## src/rtl/wpc_pkg.sv

```systemverilog
package wpc_pkg;

    typedef enum logic [1:0] {
        ST_IDLE = 2'd0,
        ST_ARM  = 2'd1,
        ST_BURN = 2'd2
    } wpc_state_e;

    localparam logic [1:0] BP_RESET = 2'b01;
    localparam int         BP_CODES = 4;

endpackage

```

## src/rtl/wpc_zone.sv

```systemverilog
module wpc_zone #(
    parameter int ADDR_W = 8
) (
    input  logic [1:0]        bp,
    input  logic [ADDR_W-1:0] addr,
    output logic              hit
);
    import wpc_pkg::*;

    localparam int LW    = ADDR_W + 1;
    localparam int DEPTH = 1 << ADDR_W;

    logic [BP_CODES-1:0] code_hit;
    logic [LW-1:0]       addr_x;

    assign addr_x = {1'b0, addr};

    assign code_hit[0] = 1'b0;

    for (genvar g = 1; g < BP_CODES; g++) begin : g_lim
        localparam int LIM_I = (g == 1) ? DEPTH - DEPTH / 4 :
                               (g == 2) ? DEPTH / 2 : 0;
        localparam logic [LW-1:0] LIM = LW'(LIM_I);
        assign code_hit[g] = (addr_x >= LIM);
    end

    assign hit = code_hit[bp];

endmodule

```

## src/rtl/wpc_enable.sv

```systemverilog
module wpc_enable (
    input  logic clk,
    input  logic rst_n,
    input  logic set_req,
    input  logic clr_req,
    input  logic wp_n,
    input  logic cycle_done,
    output logic wel
);

    always_ff @(posedge clk) begin
        if (!rst_n) begin
            wel <= 1'b0;
        end else if (!wp_n || cycle_done || clr_req) begin
            wel <= 1'b0;
        end else if (set_req) begin
            wel <= 1'b1;
        end
    end

    AST_WP_CLEARS_WEL: assert property (@(posedge clk) disable iff (!rst_n)
        !wp_n |=> !wel);

    AST_DONE_CLEARS_WEL: assert property (@(posedge clk) disable iff (!rst_n)
        cycle_done |=> !wel);

endmodule

```

## src/rtl/wpc_seq.sv

```systemverilog
module wpc_seq (
    input  logic       clk,
    input  logic       rst_n,
    input  logic       start,
    input  logic       is_status,
    input  logic [1:0] new_bp,
    input  logic       busy,
    output logic       grant,
    output logic       wip,
    output logic       done,
    output logic [1:0] bp
);
    import wpc_pkg::*;

    wpc_state_e state_q, state_d;
    logic       pend_sts_q;
    logic [1:0] pend_bp_q;

    // state register
    always_ff @(posedge clk) begin
        if (!rst_n) state_q <= ST_IDLE;
        else        state_q <= state_d;
    end

    always_comb begin
        state_d = state_q;
        unique case (state_q)
            ST_IDLE: if (start) state_d = ST_ARM;
            ST_ARM:  if (busy)  state_d = ST_BURN;
            ST_BURN: if (!busy) state_d = ST_IDLE;
            default: state_d = ST_IDLE;
        endcase
    end

    // outputs
    always_comb begin
        grant = 1'b0;
        wip   = 1'b1;
        done  = 1'b0;
        unique case (state_q)
            ST_IDLE: wip   = 1'b0;
            ST_ARM:  grant = 1'b1;
            ST_BURN: done  = !busy;
            default: wip   = 1'b0;
        endcase
    end

    always_ff @(posedge clk) begin
        if (!rst_n) begin
            pend_sts_q <= 1'b0;
            pend_bp_q  <= 2'b00;
            bp         <= BP_RESET;
        end else begin
            if (state_q == ST_IDLE && start) begin
                pend_sts_q <= is_status;
                pend_bp_q  <= new_bp;
            end
            if (done && pend_sts_q) bp <= pend_bp_q;
        end
    end

    AST_GRANT_IMPLIES_WIP: assert property (@(posedge clk) disable iff (!rst_n)
        grant |-> wip);

    AST_BP_HELD_IN_CYCLE: assert property (@(posedge clk) disable iff (!rst_n)
        (wip && $past(wip)) |-> $stable(bp));

    AST_BURN_NOT_CUT: assert property (@(posedge clk) disable iff (!rst_n)
        (state_q == ST_BURN && busy) |=> wip);

endmodule

```

## src/rtl/wp_guard.sv

```systemverilog
module wp_guard #(
    parameter int ADDR_W = 8
) (
    input  logic              clk,
    input  logic              rst_n,
    input  logic              cmd_wren,
    input  logic              cmd_wrdi,
    input  logic              cmd_wr_array,
    input  logic              cmd_wr_status,
    input  logic [ADDR_W-1:0] addr,
    input  logic [1:0]        new_bp,
    input  logic              wp_n,
    input  logic              cell_busy,
    output logic              wr_grant,
    output logic [7:0]        status
);

    logic       wip, wel, done, hit, start, idle;
    logic [1:0] bp;

    assign idle  = !wip;
    assign start = idle && wp_n && wel &&
                   (cmd_wr_status || (cmd_wr_array && !hit));

    wpc_zone #(.ADDR_W(ADDR_W)) u_zone (
        .bp   (bp),
        .addr (addr),
        .hit  (hit)
    );

    wpc_enable u_enable (
        .clk        (clk),
        .rst_n      (rst_n),
        .set_req    (idle && cmd_wren),
        .clr_req    (idle && cmd_wrdi),
        .wp_n       (wp_n),
        .cycle_done (done),
        .wel        (wel)
    );

    wpc_seq u_seq (
        .clk       (clk),
        .rst_n     (rst_n),
        .start     (start),
        .is_status (cmd_wr_status),
        .new_bp    (new_bp),
        .busy      (cell_busy),
        .grant     (wr_grant),
        .wip       (wip),
        .done      (done),
        .bp        (bp)
    );

    assign status = {4'b0000, bp, wel, wip};

    AST_GUARDED_REFUSED: assert property (@(posedge clk) disable iff (!rst_n)
        (idle && cmd_wr_array && !cmd_wr_status && hit) |=> !wr_grant);

    AST_NO_LATCH_REFUSED: assert property (@(posedge clk) disable iff (!rst_n)
        (idle && !wel) |=> !wr_grant);

    AST_WP_REFUSED: assert property (@(posedge clk) disable iff (!rst_n)
        (idle && !wp_n) |=> !wr_grant);

    AST_NO_REGRANT: assert property (@(posedge clk) disable iff (!rst_n)
        (wip && !wr_grant) |=> !wr_grant);

    AST_END_CLEARS: assert property (@(posedge clk) disable iff (!rst_n)
        $fell(wip) |-> !wel);

endmodule

```

## config.mk

```make
export PLATFORM = sky130hd
export DESIGN_NAME = wp_guard
export DESIGN_NICKNAME = d
export VERILOG_FILES = /design/src/rtl/wpc_pkg.sv /design/src/rtl/wpc_zone.sv /design/src/rtl/wpc_enable.sv /design/src/rtl/wpc_seq.sv /design/src/rtl/wp_guard.sv
export SDC_FILE = /design/constraint.sdc
export NUM_CORES = 1
export LEC_CHECK = 0
export ABC_AREA = 0
export BUFFER_PORTS_ARGS = -buffer_cell sky130_fd_sc_hd__buf_2
export CELL_PAD_IN_SITES_DETAIL_PLACEMENT = 1
export CELL_PAD_IN_SITES_GLOBAL_PLACEMENT = 1
export CORE_MARGIN = 8
export CORE_UTILIZATION = 30
export CTS_CLUSTER_DIAMETER = 60
export CTS_CLUSTER_SIZE = 25
export DETAILED_ROUTE_END_ITERATION = 10
export GPL_ROUTABILITY_DRIVEN = 0
export HOLD_SLACK_MARGIN = 0.05
export PLACE_DENSITY = 0.85
export REMOVE_ABC_BUFFERS = 1
export SLEW_MARGIN = 20
export SYNTH_ARGS = -nofsm -noshare
export SYNTH_HDL_FRONTEND = slang
export SYNTH_SLANG_ARGS = --single-unit
```

## constraint.sdc

```tcl
create_clock -name clk -period 5 [get_ports clk]
set_clock_uncertainty 0.1 [all_clocks]
set_input_delay 1 -clock clk [delete_from_list [all_inputs] [get_ports clk]]
set_output_delay 1 -clock clk [all_outputs]
set_load 0.005 [all_outputs]
```

Yosys cells after proc, flatten, opt, wreduce, memory -nomap -nowiden
Index checks and enable logic that the tools add are counted.
- bits in registers: 8
- bits of input ports: 18
- output and inout port bits: 9
- word-level logic and storage cells: 43
- $lt $le $gt $ge: 4
- eq/ne operators: 5
- muxes and demuxes: 9
- bitwise operators: 1
- reduce and logical (&&, ||, !) cells: 19
- operators by type and width (kind ; number):
    greater-or-equal comparator 8 bit, second input constant ; 2
    greater-or-equal comparator 8 x 1 -> 1 bit, second input constant ; 1
    logical AND 1 bit ; 8
    two-way mux 2 bit ; 3
    one-hot mux 2 bit (3 select lines) ; 1
    zero test 1 bit ; 4
    two-way mux 1 bit ; 4
    inequality test 2 bit, second input constant ; 2
    OR reduction 2 bit ; 2
    logical OR 1 bit ; 3
    less-than comparator 2 x 3 -> 1 bit, second input constant ; 1
    AND reduction 3 bit ; 1
    binary-select mux 1 bit (select 2 bit) ; 1
    == test 2 x 1 -> 1 bit, second input constant ; 1
    == test 2 bit, second input constant ; 1
    zero test 2 bit ; 1
    inequality test 2 x 1 -> 1 bit, second input constant ; 1
    NOT 1 bit ; 1

Depth between registers and ports, before layout
Gate-level depths: netlist of run 1.
- depth in word-level cells: 9
- gate-level depth with buffers: 6
- depth with buffers taken out: 6

By module
A second synthesis of run 1 with hierarchy kept.
- cells, all modules: 60
- area total of the unflattened synthesis: 515.5 um^2
- by module, submodules not included (module ; times used ; cells each ; area an instance (um^2) ; sequential area each (um^2)):
    wpc_seq ; 1 ; 40 ; 374.1 ; 140.1
    wp_guard ; 1 ; 13 ; 87.6 ; 0.0
    wpc_enable ; 1 ; 4 ; 40.0 ; 20.0
    wpc_zone ; 1 ; 3 ; 13.8 ; 0.0

Worst setup path before layout of run 1
No wires, ideal clock.
- path type: register to output
- start: reg u_seq.state_q[0]
- end: out status[0]
- data arrival time: 818 ps
- required time: 3900 ps
- path slack: 3082 ps
- cell stages (with the launch flop): 4
- buffers on the path: 1
- cell sequence: dfxtp_1 inv_1 ha_1 buf_4
- longest elaborated chain between the ends: 3
- elaborated cells on any way between the ends: 4
- classes of those cells: eq/ne (2); mux (1); reduce/logical (1)
- ends and longest elaborated chain (what ; line ; text):
    from (decl) ; wpc_seq.sv:15 ; wpc_state_e state_q, state_d;
    from (signal assigned) ; wpc_seq.sv:22 ; else state_q <= state_d;
    == test 2 x 1 -> 1 bit or == test 2 bit (tied branches) ; wpc_seq.sv:40 ; unique case (state_q)
    OR reduction 2 bit (no line) * ; - ;
    two-way mux 1 bit * ; wpc_seq.sv:40 ;
    to (decl) ; wp_guard.sv:15 ; output logic [7:0] status
Every way passes the cells marked *; elsewhere a longest branch is shown, timed or not.

Worst setup path after layout of run 1
Same ends and word-level chain as after synthesis.

==> results of run 1 <==
[final timing paths]
path | from | endpoint | slack (ns) | cells after the start
min | u_seq.pend_bp_q[0] | u_seq.pend_bp_q[0] | 0.38 | 2
max reg2reg | u_seq.state_q[0] | u_seq.state_q[1] | 3.25 | 6
min reg2reg | u_seq.pend_bp_q[0] | u_seq.pend_bp_q[0] | 0.38 | 2
max | u_seq.state_q[0] | status[0] | 2.76 | 3
[per-stage QoR]
step / cell area, um^2 / cells / setup WS [ns] / total power (W)
2_1_floorplan: 437 / 53 / 3.15 / 0.0000719
3_3_place_gp: 537 / 85 / 2.98 / 0.0000789
3_5_place_dp: 537 / 85 / 2.97 / 0.0000794
4_1_cts: 559 / 88 / 2.74 / 0.000129
5_1_grt: 559 / 88 / 2.68 / 0.000135
6_report: 559 / 88 / 2.76 / 0.000128
[power groups by stage]
stage          sequential (W)  combinational, W  clock (W)
6_report            0.0000650         0.0000130  0.0000497
3_5_place_dp        0.0000664         0.0000130          0
5_1_grt             0.0000650         0.0000149  0.0000552
3_3_place_gp        0.0000663         0.0000126          0
2_1_floorplan       0.0000663        0.00000565          0
4_1_cts             0.0000650         0.0000131  0.0000508
[routing by layer]
metal / part of all wire [%] / vias up / track usage (%) / wire length [um]
li1: - / 210 / - / -
met1: 44 / 194 / 9.13 / 516
met2: 40 / 24 / 10.3 / 465
met3: 13 / 5 / 5.48 / 150
met4: 2.7 / 0 / 5.15 / 31
met5: 0 / - / 0 / 0
[sequential cells by signal (all words and copies together), names as in the netlist]
signal	cells
u_seq.state_q	2
u_seq.bp	2
u_seq.pend_bp_q	2
u_seq.pend_sts_q	1
u_enable.wel	1
[worst max-delay path, cell delays in order, from the launching register on]
cell and delay, ns:
dfxtp_1 0.35, inv_1 0.07, ha_1 0.33, buf_2 0.14
[layout by cell type, fill, tap and decap left out, drive strengths merged, types with 3 or more instances in the layout]
| cell | count |
|---|---|
| clkbuf | 3 |
| inv | 4 |
| nor2 | 3 |
| nand2 | 12 |
| conb | 4 |
| buf | 16 |
| ha | 3 |
| dfxtp | 8 |
| mux2i | 5 |
[cell type report]
cell class                      count  area share [%]
Clock buffer                        3            4.03
Inverter                            4            2.68
Multi-Input combinational cell     41            46.8
Sequential cell                     8            28.6
Tap cell                           16            3.58
Timing Repair Buffer               16            14.3
[logic make-up (layout without fill, tap and decap cells)]
group	count (synthesis)	in the layout	synth area share [%]
AOI/OAI and AO/OA	8	8	11.8
muxes	6	6	12.9
DFF	8	8	33.7
buffers and inverters	11	23	13.7
other	1	4	0.789
adders and majority gates	3	3	7.90
and+or+nand+nor	20	20	19.2
==> qor.txt, run 1 <==
Crit. End Element: output port
Status: finished clean
I/O Pins: 27
Worst-case hold slack: 0.377 ns
NetSw: 0.0000298 W
Share of layout cells above drive strength 1: 30.6%
Share of the synthesized area in the top cell type: 33.7%
Multi-input gate area: 262 um^2
TNS Setup: 0 ns
CTS Buf Count: 3
Crit Path Max Fanout: 3
FF+latch count, synth: 8
CTS root buf: clkbuf_4
Synth Cell Area: 475 um^2
Synthesized instance count: 57
Synth warnings: 0
Final min period: 2.24 ns
Peak supply drop: 0.106 mV
Clock Sinks: 8
Nets@finish: 95
Die width: 55.8 um
Synth area leaders: dfxtp_1 (34%), mux2i_1 (11%), buf_4 (9.5%)
Sequential share of power: 50.9%
Switching share of power: 23.3%
Startpoint Class: flip-flop
Row count: 14
Drt first pass iters: 4
Hold Buf Count CTS: 0
Die H: 55.8 um
Antenna violations before repair: 0
Final setup vio count: 0
Htree depth: 1
Clock Pin Slew Worst Setup and Hold Paths: 0.05 ns
Detailed Route WL: 1160 um
Number of max-cap violations: 0
Clock share of power: 38.9%
Fin util: 37.6%
P_leak: 0.257 nW
Vias after detailed routing: 433
Fmax: 445 MHz
Fillers: 188
HPWL Detailed: 995 um
Initial Utilization: 31.9%
Worst EP arrival: 1.14 ns
Final Hold Violating Endpoints: 0
Seq/Total Area, Yosys: 33.7%
First-pass GRT wire length: 2030 um
CTS tree: built
Post-CTS Resized: 0
Largest net degree at the start of global routing: 11
Total grt overflow: 0
Final period utilization: 44.9%
DRT iter0 DRCs: 12
Post-CTS Setup Bufs: 0
Unrepaired setup endpoints after global routing: false
PD cells: 228 nW/um^2
Total GRT Usage: 7.96%
Area growth, synth to finish: 17.6%
Die ar.: 3110 um^2
Register area: 160 um^2
Vias in the first global route: 448
Core Area: 1490 um^2
Post-synth EDFFs: 0
Top cells by count, synth: nand2_1 (12), dfxtp_1 (8), buf_4 (6)
Setup CP Type: flip-flop to output port
Ys flop type: dfxtp_1
Top-count cell post-synth: nand2_1
Internal power: 0.0000980 W
PortBufs: 16
DRC: 0
DRT antenna net count: 0
Max-slew violations: 0
Clk buf depth: 2
Vias/cell: 4.92
Avg WL per Cell: 13.2 um
Cell taking the most area after synthesis: dfxtp_1
Clk Latency, worst-skew pair: 0.26 ns
Mean Syn Cell Area: 8.34 um^2
Worst hold-check path type: flip-flop to flip-flop
Combinational Power Share: 10.2%
Antenna diode count: 0
CP required: 3.90 ns
Post-synthesis cell type count: 21
Post-synth ARST share: 0%
No activity file was read; power rests on OpenSTA's default activity.
==> inputs of run 2 (changes only) <==
--- a/config.mk
+++ b/config.mk
@@ -10,13 +10,13 @@
 export CELL_PAD_IN_SITES_DETAIL_PLACEMENT = 1
 export CELL_PAD_IN_SITES_GLOBAL_PLACEMENT = 1
 export CORE_MARGIN = 8
-export CORE_UTILIZATION = 30
+export CORE_UTILIZATION = 25
 export CTS_CLUSTER_DIAMETER = 60
 export CTS_CLUSTER_SIZE = 25
 export DETAILED_ROUTE_END_ITERATION = 10
 export GPL_ROUTABILITY_DRIVEN = 0
 export HOLD_SLACK_MARGIN = 0.05
-export PLACE_DENSITY = 0.85
+export PLACE_DENSITY = 0.76
 export REMOVE_ABC_BUFFERS = 1
 export SLEW_MARGIN = 20
 export SYNTH_ARGS = -nofsm -noshare
==> constraint.sdc (replaced) <==
create_clock -name clk -period 1.92 [get_ports clk]
set_clock_uncertainty 0.1 [all_clocks]
set_input_delay 0.384 -clock clk [delete_from_list [all_inputs] [get_ports clk]]
set_output_delay 0.384 -clock clk [all_outputs]
set_load 0.005 [all_outputs]
==> run 2 against run 1 <==
Against the previous run:
- via count down 0.23%
- first-iteration DRC count down 92%
- power rose to 2.6 times the previous value
- core utilization down 5.2 points
- die area up 14%
- hold slack worse by 0.15 ns
- clock-buffer cell count unchanged
- critical path type is now flip-flop to flip-flop
- critical endpoint is now u_seq.state_q[1]
- largest power group unchanged
==> qor.txt, run 2 (synthesized netlist as in run 1, its figures left out) <==
Status: finished clean
I/O Pins: 27 (unchanged)
P_leak: 0.257 nW (unchanged)
Largest net degree at the start of global routing: 11 (unchanged)
Fin cells: 97 (+10%)
Nets@finish: 95 (unchanged)
Detailed Route WL: 1270 um (+8.8%)
Worst-path cell chain: inv_1 > ha_1 > and3b_2 > nand4_1 > a31oi_2 > mux2i_1
Worst hold-check path type: primary input to flip-flop
Antenna violations before repair: 0 (unchanged)
Placed inst area: 548 um^2 (+2.1%)
Worst R2R Setup Slack: 0.13 ns (-3.12 ns)
CP Buf/Inv Count: 1 (-1)
Peak supply drop: 0.239 mV (+130%)
Most common cell after layout, fill and taps aside: buf_2
Die width: 59.6 um (+6.8%)
Post-CTS Resized: 0 (unchanged)
TNS Setup: 0 ns (unchanged)
Fmax: 558 MHz
DRC: 0 (unchanged)
Final period utilization: 93.4%
CTS tree: built
Drt first pass iters: 4 (unchanged)
Antenna diode count: 0 (unchanged)
Slowest stage cell, crit path: dfxtp_1
Vias/cell: 4.45 (-9.5%)
Hold Path Depth: 2 (unchanged)
Cell family with most CP delay: simple AND/OR/NAND/NOR gates
Hold Buf Count CTS: 0 (unchanged)
R2R Path End: u_seq.state_q[1]
Worst EP arrival: 1.88 ns (+0.74 ns)
DRT antenna net count: 0 (unchanged)
Row count: 15 (+1)
Hold EP: u_enable.wel
Max-slew violations: 0 (unchanged)
Clock Pin Slew Worst Setup and Hold Paths: 0.06 ns (about the same)
Setup CP Type: flip-flop to flip-flop
First-pass GRT wire length: 2150 um (+6.1%)
Unrepaired setup endpoints after global routing: false
Post-CTS Setup Bufs: 0 (unchanged)
Clock Sinks: 8 (unchanged)
Avg WL per Cell: 13.1 um (-1.3%)
CTS root buf: clkbuf_4
Final Hold Violating Endpoints: 0 (unchanged)
PD cells: 591 nW/um^2 (+160%)
Worst Reg-to-Reg Cells: 6 (unchanged)
Hold Crit Start: cmd_wrdi
Total GRT Usage: 8.07% (+0.11 points)
Total grt overflow: 0 (unchanged)
Regs by FF count: u_seq.bp (2), u_seq.pend_bp_q (2), u_seq.state_q (2)
Die H: 59.6 um (+6.8%)
Layout Cell Area excl Fill: 571 um^2 (+2.0%)
Startpoint Class: flip-flop
Clk Latency, worst-skew pair: 0.26 ns (about the same)
Post-Place Setup Slack: 0.135 ns (-2.84 ns)
Dpl cells: 94 (+11%)
Die ar.: 3550 um^2 (+14%)
PortBufs: 16 (unchanged)
Area growth, synth to finish: 20.0%
Vias after detailed routing: 432 (-0.23%)
Crit path largest cell delay: 0.37 ns (+0.02 ns)
Clk buf depth: 2 (unchanged)
Htree depth: 1 (unchanged)
DRT iter0 DRCs: 1 (-11)
CP required: 2.01 ns (-1.89 ns)
Crit Path Max Fanout: 4 (+1)
Core Area: 1760 um^2 (+18%)
Reg-to-Reg Start: u_seq.state_q[1]
Fin util: 32.3% (-5.2 points)
Final min period: 1.79 ns
Most frequent cells in the layout: buf_2 (16), nand2_1 (12), dfxtp_1 (8), mux2i_1 (5)
Initial Utilization: 27.0% (-5.0 points)
HPWL Detailed: 1030 um (+3.5%)
Vias in the first global route: 471 (+5.1%)
Number of max-cap violations: 0 (unchanged)
Share of layout cells above drive strength 1: 30.6% (unchanged)
Final setup vio count: 0 (unchanged)
Setup ws final: 0.127 ns (-2.63 ns)
Crit. End Element: flip-flop
CTS Buf Count: 3 (unchanged)
run 2: worst reg2reg max path: cells and delay by family (launching register included):
| family | cells | cell delay (ns) |
|---|---|---|
| mux | 1 | 0.20 |
| simple gates | 2 | 0.41 |
| flops | 1 | 0.37 |
| fa+ha+maj | 1 | 0.31 |
| buf+inv | 1 | 0.08 |
| compound gates | 1 | 0.25 |
run 2: power breakdown:
part           switching (W)  leakage (nW)  internal (W)  total [W]
Sequential        0.00000120        0.0646      0.000168   0.000169
Combinational      0.0000194         0.179     0.0000155  0.0000349
Clock              0.0000613        0.0138     0.0000718   0.000133
Total              0.0000819         0.257      0.000255   0.000337
run 2: routing by layer:
| layer | GRT usage, % | routed length [um] | vias to the layer above |
|---|---|---|---|
| met5 | 0 | 0 | - |
| met4 | 5.10 | 25 | 0 |
| met3 | 3.47 | 134 | 4 |
| met2 | 11.4 | 505 | 23 |
| met1 | 9.63 | 602 | 193 |
| li1 | - | - | 212 |
run 2: metrics by stage:
step	hold slack [ns]	power (W)
3_5_place_dp	0.359	0.000207
2_1_floorplan	0.334	0.000187
6_report	0.228	0.000337
5_1_grt	0.243	0.000362
3_3_place_gp	0.355	0.000206
4_1_cts	0.223	0.000344
run 2: how the worst max path moves through the flow:
stage | from | to | slack (ns) | cells after the start
floorplan | u_seq.state_q[0] | u_seq.state_q[1] | 0.29 | 6
global placement | u_seq.state_q[0] | u_seq.state_q[1] | 0.19 | 6
detailed placement | u_seq.state_q[0] | u_seq.state_q[1] | 0.14 | 6
CTS | u_seq.state_q[0] | u_seq.state_q[1] | 0.12 | 6
global route | u_seq.state_q[0] | u_seq.state_q[1] | 0.004 | 6
finish | u_seq.state_q[1] | u_seq.state_q[1] | 0.13 | 6
run 2: cell type report:
type,instances,area (um^2)
multi-input cells,41,262
fillers,250,1190
clock buffers,3,22.5
repair buffers,16,80.1
inverters,4,15.0
flip-flops and latches,8,160
well taps,25,31.3
